**src/rtl/uart_txp_pkg.sv**
```systemverilog
package uart_txp_pkg;

  localparam int FRAME_W = 12;

  typedef struct packed {
    logic data8;
    logic par_en;
    logic par_even;
    logic two_stop;
  } frame_cfg_t;

  // Bit 0 is sent first; unused upper bits stay 1 (stop level).
  function automatic logic [FRAME_W-1:0] build_frame(input logic [7:0] d,
                                                      input frame_cfg_t c);
    logic [FRAME_W-1:0] f;
    logic [3:0]         k;
    logic [7:0]         used;
    f    = '1;
    f[0] = 1'b0;
    k    = 4'd1;
    used = c.data8 ? d : {1'b0, d[6:0]};
    for (int i = 0; i < 8; i++) begin
      if (i < 7 || c.data8) begin
        f[k] = d[i];
        k    = k + 4'd1;
      end
    end
    if (c.par_en) f[k] = c.par_even ? ^used : ~^used;
    return f;
  endfunction

  function automatic logic [3:0] frame_bits(input frame_cfg_t c);
    return 4'd9 + {3'd0, c.data8} + {3'd0, c.par_en} + {3'd0, c.two_stop};
  endfunction

endpackage

```
**src/rtl/uart_txp_fifo.sv**
```systemverilog
module uart_txp_fifo #(
  parameter int DEPTH = 255,
  parameter int W     = 8,
  localparam int AW   = (DEPTH > 1) ? $clog2(DEPTH) : 1,
  localparam int CW   = $clog2(DEPTH + 1)
) (
  input  logic          clk,
  input  logic          rst_n,
  input  logic          wr_valid,
  input  logic [W-1:0]  wr_data,
  output logic          wr_ready,
  input  logic          rd_pop,
  output logic [W-1:0]  rd_data,
  output logic [CW-1:0] count,
  output logic          empty
);

  logic [W-1:0]  mem [DEPTH];
  logic [AW-1:0] wr_ptr, rd_ptr;
  logic          push;

  assign wr_ready = (count != CW'(DEPTH));
  assign push     = wr_valid && wr_ready;
  assign empty    = (count == '0);
  assign rd_data  = mem[rd_ptr];

  always_ff @(posedge clk) begin
    if (push) mem[wr_ptr] <= wr_data;
  end

  always_ff @(posedge clk or negedge rst_n) begin
    if (!rst_n) begin
      wr_ptr <= '0;
      rd_ptr <= '0;
      count  <= '0;
    end else begin
      if (push)   wr_ptr <= (wr_ptr == AW'(DEPTH - 1)) ? '0 : wr_ptr + 1'b1;
      if (rd_pop) rd_ptr <= (rd_ptr == AW'(DEPTH - 1)) ? '0 : rd_ptr + 1'b1;
      case ({push, rd_pop})
        2'b10:   count <= count + 1'b1;
        2'b01:   count <= count - 1'b1;
        default: count <= count;
      endcase
    end
  end

  // the consumer never pops an empty queue
  a_r1_pop_has_data: assert property (@(posedge clk) disable iff (!rst_n)
    rd_pop |-> count != '0);
  // a full queue refuses a push, so the level cannot rise past DEPTH
  a_r1_no_overflow: assert property (@(posedge clk) disable iff (!rst_n)
    (count == CW'(DEPTH) && !rd_pop) |=> count == CW'(DEPTH));

endmodule

```
**src/rtl/uart_txp_shifter.sv**
```systemverilog
module uart_txp_shifter
  import uart_txp_pkg::*;
(
  input  logic       clk,
  input  logic       rst_n,
  input  logic       tick,
  input  logic       start_ok,
  input  logic       hold_valid,
  input  logic [7:0] hold_data,
  input  frame_cfg_t cfg,
  output logic       take,
  output logic       busy,
  output logic       line
);

  logic [FRAME_W-1:0] shreg;
  logic [3:0]         left;

  assign take = tick && !busy && hold_valid && start_ok;
  assign line = busy ? shreg[0] : 1'b1;

  always_ff @(posedge clk or negedge rst_n) begin
    if (!rst_n) begin
      shreg <= '1;
      left  <= '0;
      busy  <= 1'b0;
    end else if (take) begin
      shreg <= build_frame(hold_data, cfg);
      left  <= frame_bits(cfg);
      busy  <= 1'b1;
    end else if (busy && tick) begin
      if (left == 4'd1) begin
        busy <= 1'b0;
      end else begin
        shreg <= {1'b1, shreg[FRAME_W-1:1]};
        left  <= left - 4'd1;
      end
    end
  end

  // every character opens with a low start bit
  a_r5_start_low: assert property (@(posedge clk) disable iff (!rst_n)
    $rose(busy) |-> line == 1'b0);
  // a bit holds its level between ticks
  a_r5_bit_stable: assert property (@(posedge clk) disable iff (!rst_n)
    (busy && !tick) |=> $stable(line) || !busy);

endmodule

```
**src/rtl/uart_tx_prio.sv**
```systemverilog
module uart_tx_prio
  import uart_txp_pkg::*;
#(
  parameter int FIFO_DEPTH = 255,
  parameter int PRIO_DEPTH = 32,
  localparam int FCW = $clog2(FIFO_DEPTH + 1),
  localparam int PCW = $clog2(PRIO_DEPTH + 1)
) (
  input  logic           clk,
  input  logic           rst_n,
  input  logic           baud_tick,
  input  logic           in_valid,
  input  logic [7:0]     in_data,
  output logic           in_ready,
  input  logic           pri_valid,
  input  logic [7:0]     pri_data,
  output logic           pri_ready,
  input  logic           tx_enable,
  input  logic           send_break,
  input  logic           loop_back,
  input  logic           dtr_req,
  input  logic           rts_req,
  input  logic           cts_flow_en,
  input  logic           cts_in,
  input  logic           data8,
  input  logic           par_en,
  input  logic           par_even,
  input  logic           two_stop,
  output logic           txd,
  output logic           loop_rxd,
  output logic           dtr_out,
  output logic           rts_out,
  output logic [FCW-1:0] fifo_level,
  output logic [7:0]     prio_level,
  output logic           queue_empty,
  output logic           shift_empty,
  output logic           drained
);

  logic [7:0]     fifo_rd, pri_rd, hold_data;
  logic           fifo_empty, pri_empty, fifo_pop, pri_pop;
  logic [PCW-1:0] pri_cnt;
  logic           hold_valid, take, busy, line, start_ok;
  frame_cfg_t     cfg;

  uart_txp_fifo #(.DEPTH(FIFO_DEPTH), .W(8)) u_main_q (
    .clk(clk), .rst_n(rst_n),
    .wr_valid(in_valid), .wr_data(in_data), .wr_ready(in_ready),
    .rd_pop(fifo_pop), .rd_data(fifo_rd), .count(fifo_level), .empty(fifo_empty)
  );

  uart_txp_fifo #(.DEPTH(PRIO_DEPTH), .W(8)) u_prio_q (
    .clk(clk), .rst_n(rst_n),
    .wr_valid(pri_valid), .wr_data(pri_data), .wr_ready(pri_ready),
    .rd_pop(pri_pop), .rd_data(pri_rd), .count(pri_cnt), .empty(pri_empty)
  );

  // Holding register: priority first, ordinary queue only while enabled
  assign pri_pop  = !hold_valid && !pri_empty;
  assign fifo_pop = !hold_valid && pri_empty && tx_enable && !fifo_empty;

  always_ff @(posedge clk or negedge rst_n) begin
    if (!rst_n) begin
      hold_valid <= 1'b0;
      hold_data  <= '0;
    end else if (pri_pop) begin
      hold_valid <= 1'b1;
      hold_data  <= pri_rd;
    end else if (fifo_pop) begin
      hold_valid <= 1'b1;
      hold_data  <= fifo_rd;
    end else if (take) begin
      hold_valid <= 1'b0;
    end
  end

  assign cfg      = '{data8: data8, par_en: par_en, par_even: par_even, two_stop: two_stop};
  assign start_ok = !send_break && (!cts_flow_en || cts_in);

  uart_txp_shifter u_shift (
    .clk(clk), .rst_n(rst_n), .tick(baud_tick), .start_ok(start_ok),
    .hold_valid(hold_valid), .hold_data(hold_data), .cfg(cfg),
    .take(take), .busy(busy), .line(line)
  );

  assign txd         = send_break ? 1'b0 : (loop_back ? 1'b1 : line);
  assign loop_rxd    = loop_back ? (send_break ? 1'b0 : line) : 1'b1;
  assign dtr_out     = dtr_req;
  assign rts_out     = rts_req;
  assign prio_level  = {!pri_empty, 7'(pri_cnt)};
  assign queue_empty = fifo_empty && pri_empty && !hold_valid;
  assign shift_empty = !busy;
  assign drained     = queue_empty && shift_empty;

  // a free holding register drains one pending priority byte per load
  a_r3_prio_first: assert property (@(posedge clk) disable iff (!rst_n)
    (!hold_valid && !pri_empty && !(pri_valid && pri_ready))
      |=> pri_cnt == $past(pri_cnt) - 1'b1);
  // with transmit disabled the ordinary queue does not shrink
  a_r4_disable_holds: assert property (@(posedge clk) disable iff (!rst_n)
    (!tx_enable && !(in_valid && in_ready)) |=> fifo_level == $past(fifo_level));
  // no character starts during break
  a_r7_break_no_start: assert property (@(posedge clk) disable iff (!rst_n)
    (send_break && !busy) |=> !busy);
  // CTS low with flow control keeps the shifter idle
  a_r8_cts_no_start: assert property (@(posedge clk) disable iff (!rst_n)
    (cts_flow_en && !cts_in && !busy) |=> !busy);

endmodule

```
**config.mk**
```make
export PLATFORM = sky130hd
export DESIGN_NAME = uart_tx_prio
export DESIGN_NICKNAME = d
export VERILOG_FILES = /design/src/rtl/uart_txp_pkg.sv /design/src/rtl/uart_txp_fifo.sv /design/src/rtl/uart_txp_shifter.sv /design/src/rtl/uart_tx_prio.sv
export SDC_FILE = /design/constraint.sdc
export NUM_CORES = 2
export LEC_CHECK = 0
export ABC_CLOCK_PERIOD_IN_PS = 3800
export BUFFER_PORTS_ARGS = -buffer_cell sky130_fd_sc_hd__buf_4
export CORE_MARGIN = 2
export CORE_UTILIZATION = 45
export CTS_BUF_LIST = sky130_fd_sc_hd__clkbuf_8
export DETAILED_ROUTE_END_ITERATION = 8
export PLACE_DENSITY = 0.73
export SLEW_MARGIN = 20
export SYNTH_ARGS = -nofsm -noshare
export SYNTH_HDL_FRONTEND = slang
export SYNTH_SLANG_ARGS = --single-unit
```
**constraint.sdc**
```tcl
create_clock -name clk -period 3.8 [get_ports clk]
set_input_delay 0.38 -clock clk [delete_from_list [all_inputs] [get_ports clk]]
set_output_delay 0.38 -clock clk [all_outputs]
set_load 0.02 [all_outputs]
```
==> impl_metrics.tcl <==
set metrics [dict create \
    cp.arrival_ps 4530 \
    drive_gt1_share_pct 23.86 \
    drv_slew 0 \
    drc 0 \
    busiest_layer "met2" \
    post-route-period-util_pct 95.05 \
    cts_buffers 374 \
    io_pins 57 \
    gr-usage-met1_pct 31.45 \
    yosysWarnings 0 \
    async_flop_share_pct 2.712 \
    cts_sinks 2360 \
    startpoint "u_main_q.rd_ptr[0]" \
    grtUsageTotal_pct 22.81 \
    final_hold_viol_count 0 \
    grt_use_met2_pct 34.41 \
    postSynthCellCount 4627 \
    r2r-start "u_main_q.rd_ptr[0]" \
    ys.flop_type "edfxtp_1" \
    vias 49270 \
    clock.fmax_ghz 0.2769 \
    worstPathMaxFanout 46 \
    cts_setup_buffers 0 \
    cts_root_buf "clkbuf_8" \
    hp-class "in -> reg" \
    n_fill_cell 15870 \
    ant_nets 0 \
    grt_overflow 0 \
    die_w_um 458.9 \
    ys_ff_latch 2360 \
    yosysUniqueCellTypes 74 \
    antenna_found_initial 7 \
    syn_nets 4691 \
    place_ws_ps 342.0 \
    relSlewSlack_pct 24.97 \
    area_delta_synth_final_pct 12.13 \
    core_area_sq_um 205200 \
    grt_pass1_vias 48550 \
    synth-edff-count 2296 \
    placed_cells 7335 \
    critPathKind "reg -> reg" \
    nets 5119 \
    status "complete, no violations" \
    fin_cells 8009 \
    grt_pass1_wl_um 347500 \
    critical_path.startpoint_type "register" \
    p_per_area_nw_per_um2 641.5 \
    worstPathRequired_ps 4710 \
    final_common_cell "edfxtp_1" \
    clock_latency_ps 1070 \
    p_leak_nw 34.52 \
    worst_pin_slew_ps 1125 \
    first_iter_violations 7111 \
    worstSetupEndpointType "register" \
    synth_area_sq_um 93130 \
    cts_tree "done" \
    ir_drop_mv 0.4301 \
    post-dp-hpwl_um 152700 \
    finalSetupViolCount 0 \
    min_period_ps 3612 \
    cts_buffer_depth 4 \
    ys_seq_area_share_pct 75.77 \
    drt-total-wl_um 242800 \
    grt_max_degree 128 \
    utilization_pct 50.89 \
    rsz0062_at_grt "false" \
    tns_ps 0 \
    initial_utilization_pct 45.38 \
    wl_per_cell_um 30.32 \
    layout_common_cells "edfxtp_1 (2296), mux4_2 (496), clkbuf_8 (389)" \
    hold_path.startpoint "in_data[4]" \
    via_per_inst 6.152 \
    first_pass_iters 6 \
    drv_cap 0 \
    die_h_um 458.9 \
    clk_pin_slew_ps 60 \
    die_area_sq_um 210600 \
    hold_ws_ps 36.24 \
    io_buffers 51 \
    ctsHtreeMaxLevel 5 \
    fin_worst_skew_ps 94.19 \
    syn_area_per_cell_sq_um 20.13 \
    rows 166 \
    setup_ws_ps 188.2 \
    routabilityCongestion 0.9775 \
    gr-usage-met3_pct 6.066 \
]
[critical path: stages, from the launching register on]
cell	delay, ps
dfrtp_4	630
buf_12	340
buf_4	300
mux4_2	520
mux2i_1	450
o221ai_1	440
a211oi_1	430
a211o_1	150
a31oi_1	70
[logic make-up after synthesis]
group	after synthesis	share of synthesized area, %
compound gates	452	3.292
xor+xnor	28	0.2633
fa+ha+maj	32	0.4460
buf+inv	306	2.015
flops	2360	75.77
mux	750	15.05
other cells	1	0.004027
simple gates	698	3.165
[per-layer routing]
layer / routed length, um / part of all wire [%] / vias to the layer above
met5: 13 / 0.0054 / -
met1: 92020 / 38 / 25570
met3: 28560 / 12 / 596
li1: - / - / 19900
met4: 11130 / 4.6 / 2
met2: 111100 / 46 / 3208
[power breakdown]
group,internal (mW),switching [mW]
sequential,29.2,0.741
clock,9.72,9.58
combinational,7.62,10.1
[final cells by class]
class                   count  area (sq um)  share of cell area, %
clock inverters           255          1216                  1.165
repair buffers            325          3131                  2.998
multi-input cells        1961         20740                  19.87
well taps                2688          3363                  3.221
flip-flops and latches   2360         70580                  67.59
diodes                      6         15.01                0.01438
clock buffers             381          5244                  5.022
inverters                  33         128.9                 0.1234
[flip-flops by register name (all words and copies together), names as in the netlist]
register / cells
u_main_q.wr_ptr: 8
u_prio_q.mem: 256
u_shift.shreg: 10
u_main_q.mem: 2040
hold_data: 8
hold_valid: 1
u_prio_q.wr_ptr: 5
u_prio_q.rd_ptr: 5
u_shift.busy: 1
u_main_q.rd_ptr: 8
u_prio_q.count: 6
u_shift.left: 4
u_main_q.count: 8
[stage by stage]
step                instance area, sq um  power, mW
global route                      104400      69.03
finish                            104400      66.99
detailed placement                 97620      47.92
CTS                               104400      67.03
floorplan                          93130      41.51
global placement                   97620      47.73
[cell usage after synthesis (all sizes together) (17+ instances only)]
cell	count	area, sq um
dfrtp	54	1351
o21ai	83	415.4
a221oi	24	222.7
a22oi	86	645.6
edfxtp	2296	68950
a21oi	87	435.4
inv	33	123.9
a31oi	29	181.4
nand2	184	690.7
nor2	354	1329
nor2b	23	143.9
ha	30	375.4
o22ai	17	106.4
nand3	51	255.2
mux2i	229	2292
buf	145	1272
nor3	26	130.1
a211oi	20	150.1
mux4	514	11640
clkbuf	128	480.5
[worst paths after layout]
| kind | cells past startpoint | end | slack, ps |
|---|---|---|---|
| max | 8 | hold_data[2] | 190 |
| min | 1 | u_main_q.mem[45][4] | 40 |
| max reg2reg | 8 | hold_data[2] | 190 |
| min reg2reg | 2 | u_shift.shreg[3] | 470 |
| max in group asynchronous | 4 | u_prio_q.rd_ptr[0] | 2760 |
| min in group asynchronous | 3 | hold_data[3] | 460 |
[repair_timing]
| item | CTS | global route |
|---|---|---|
| gates resized for setup | 0 | 0 |
| hold buffers | 32 | 0 |
| hold endpoints to repair | 422 | 0 |
No activity file was read; power rests on OpenSTA's default activity.
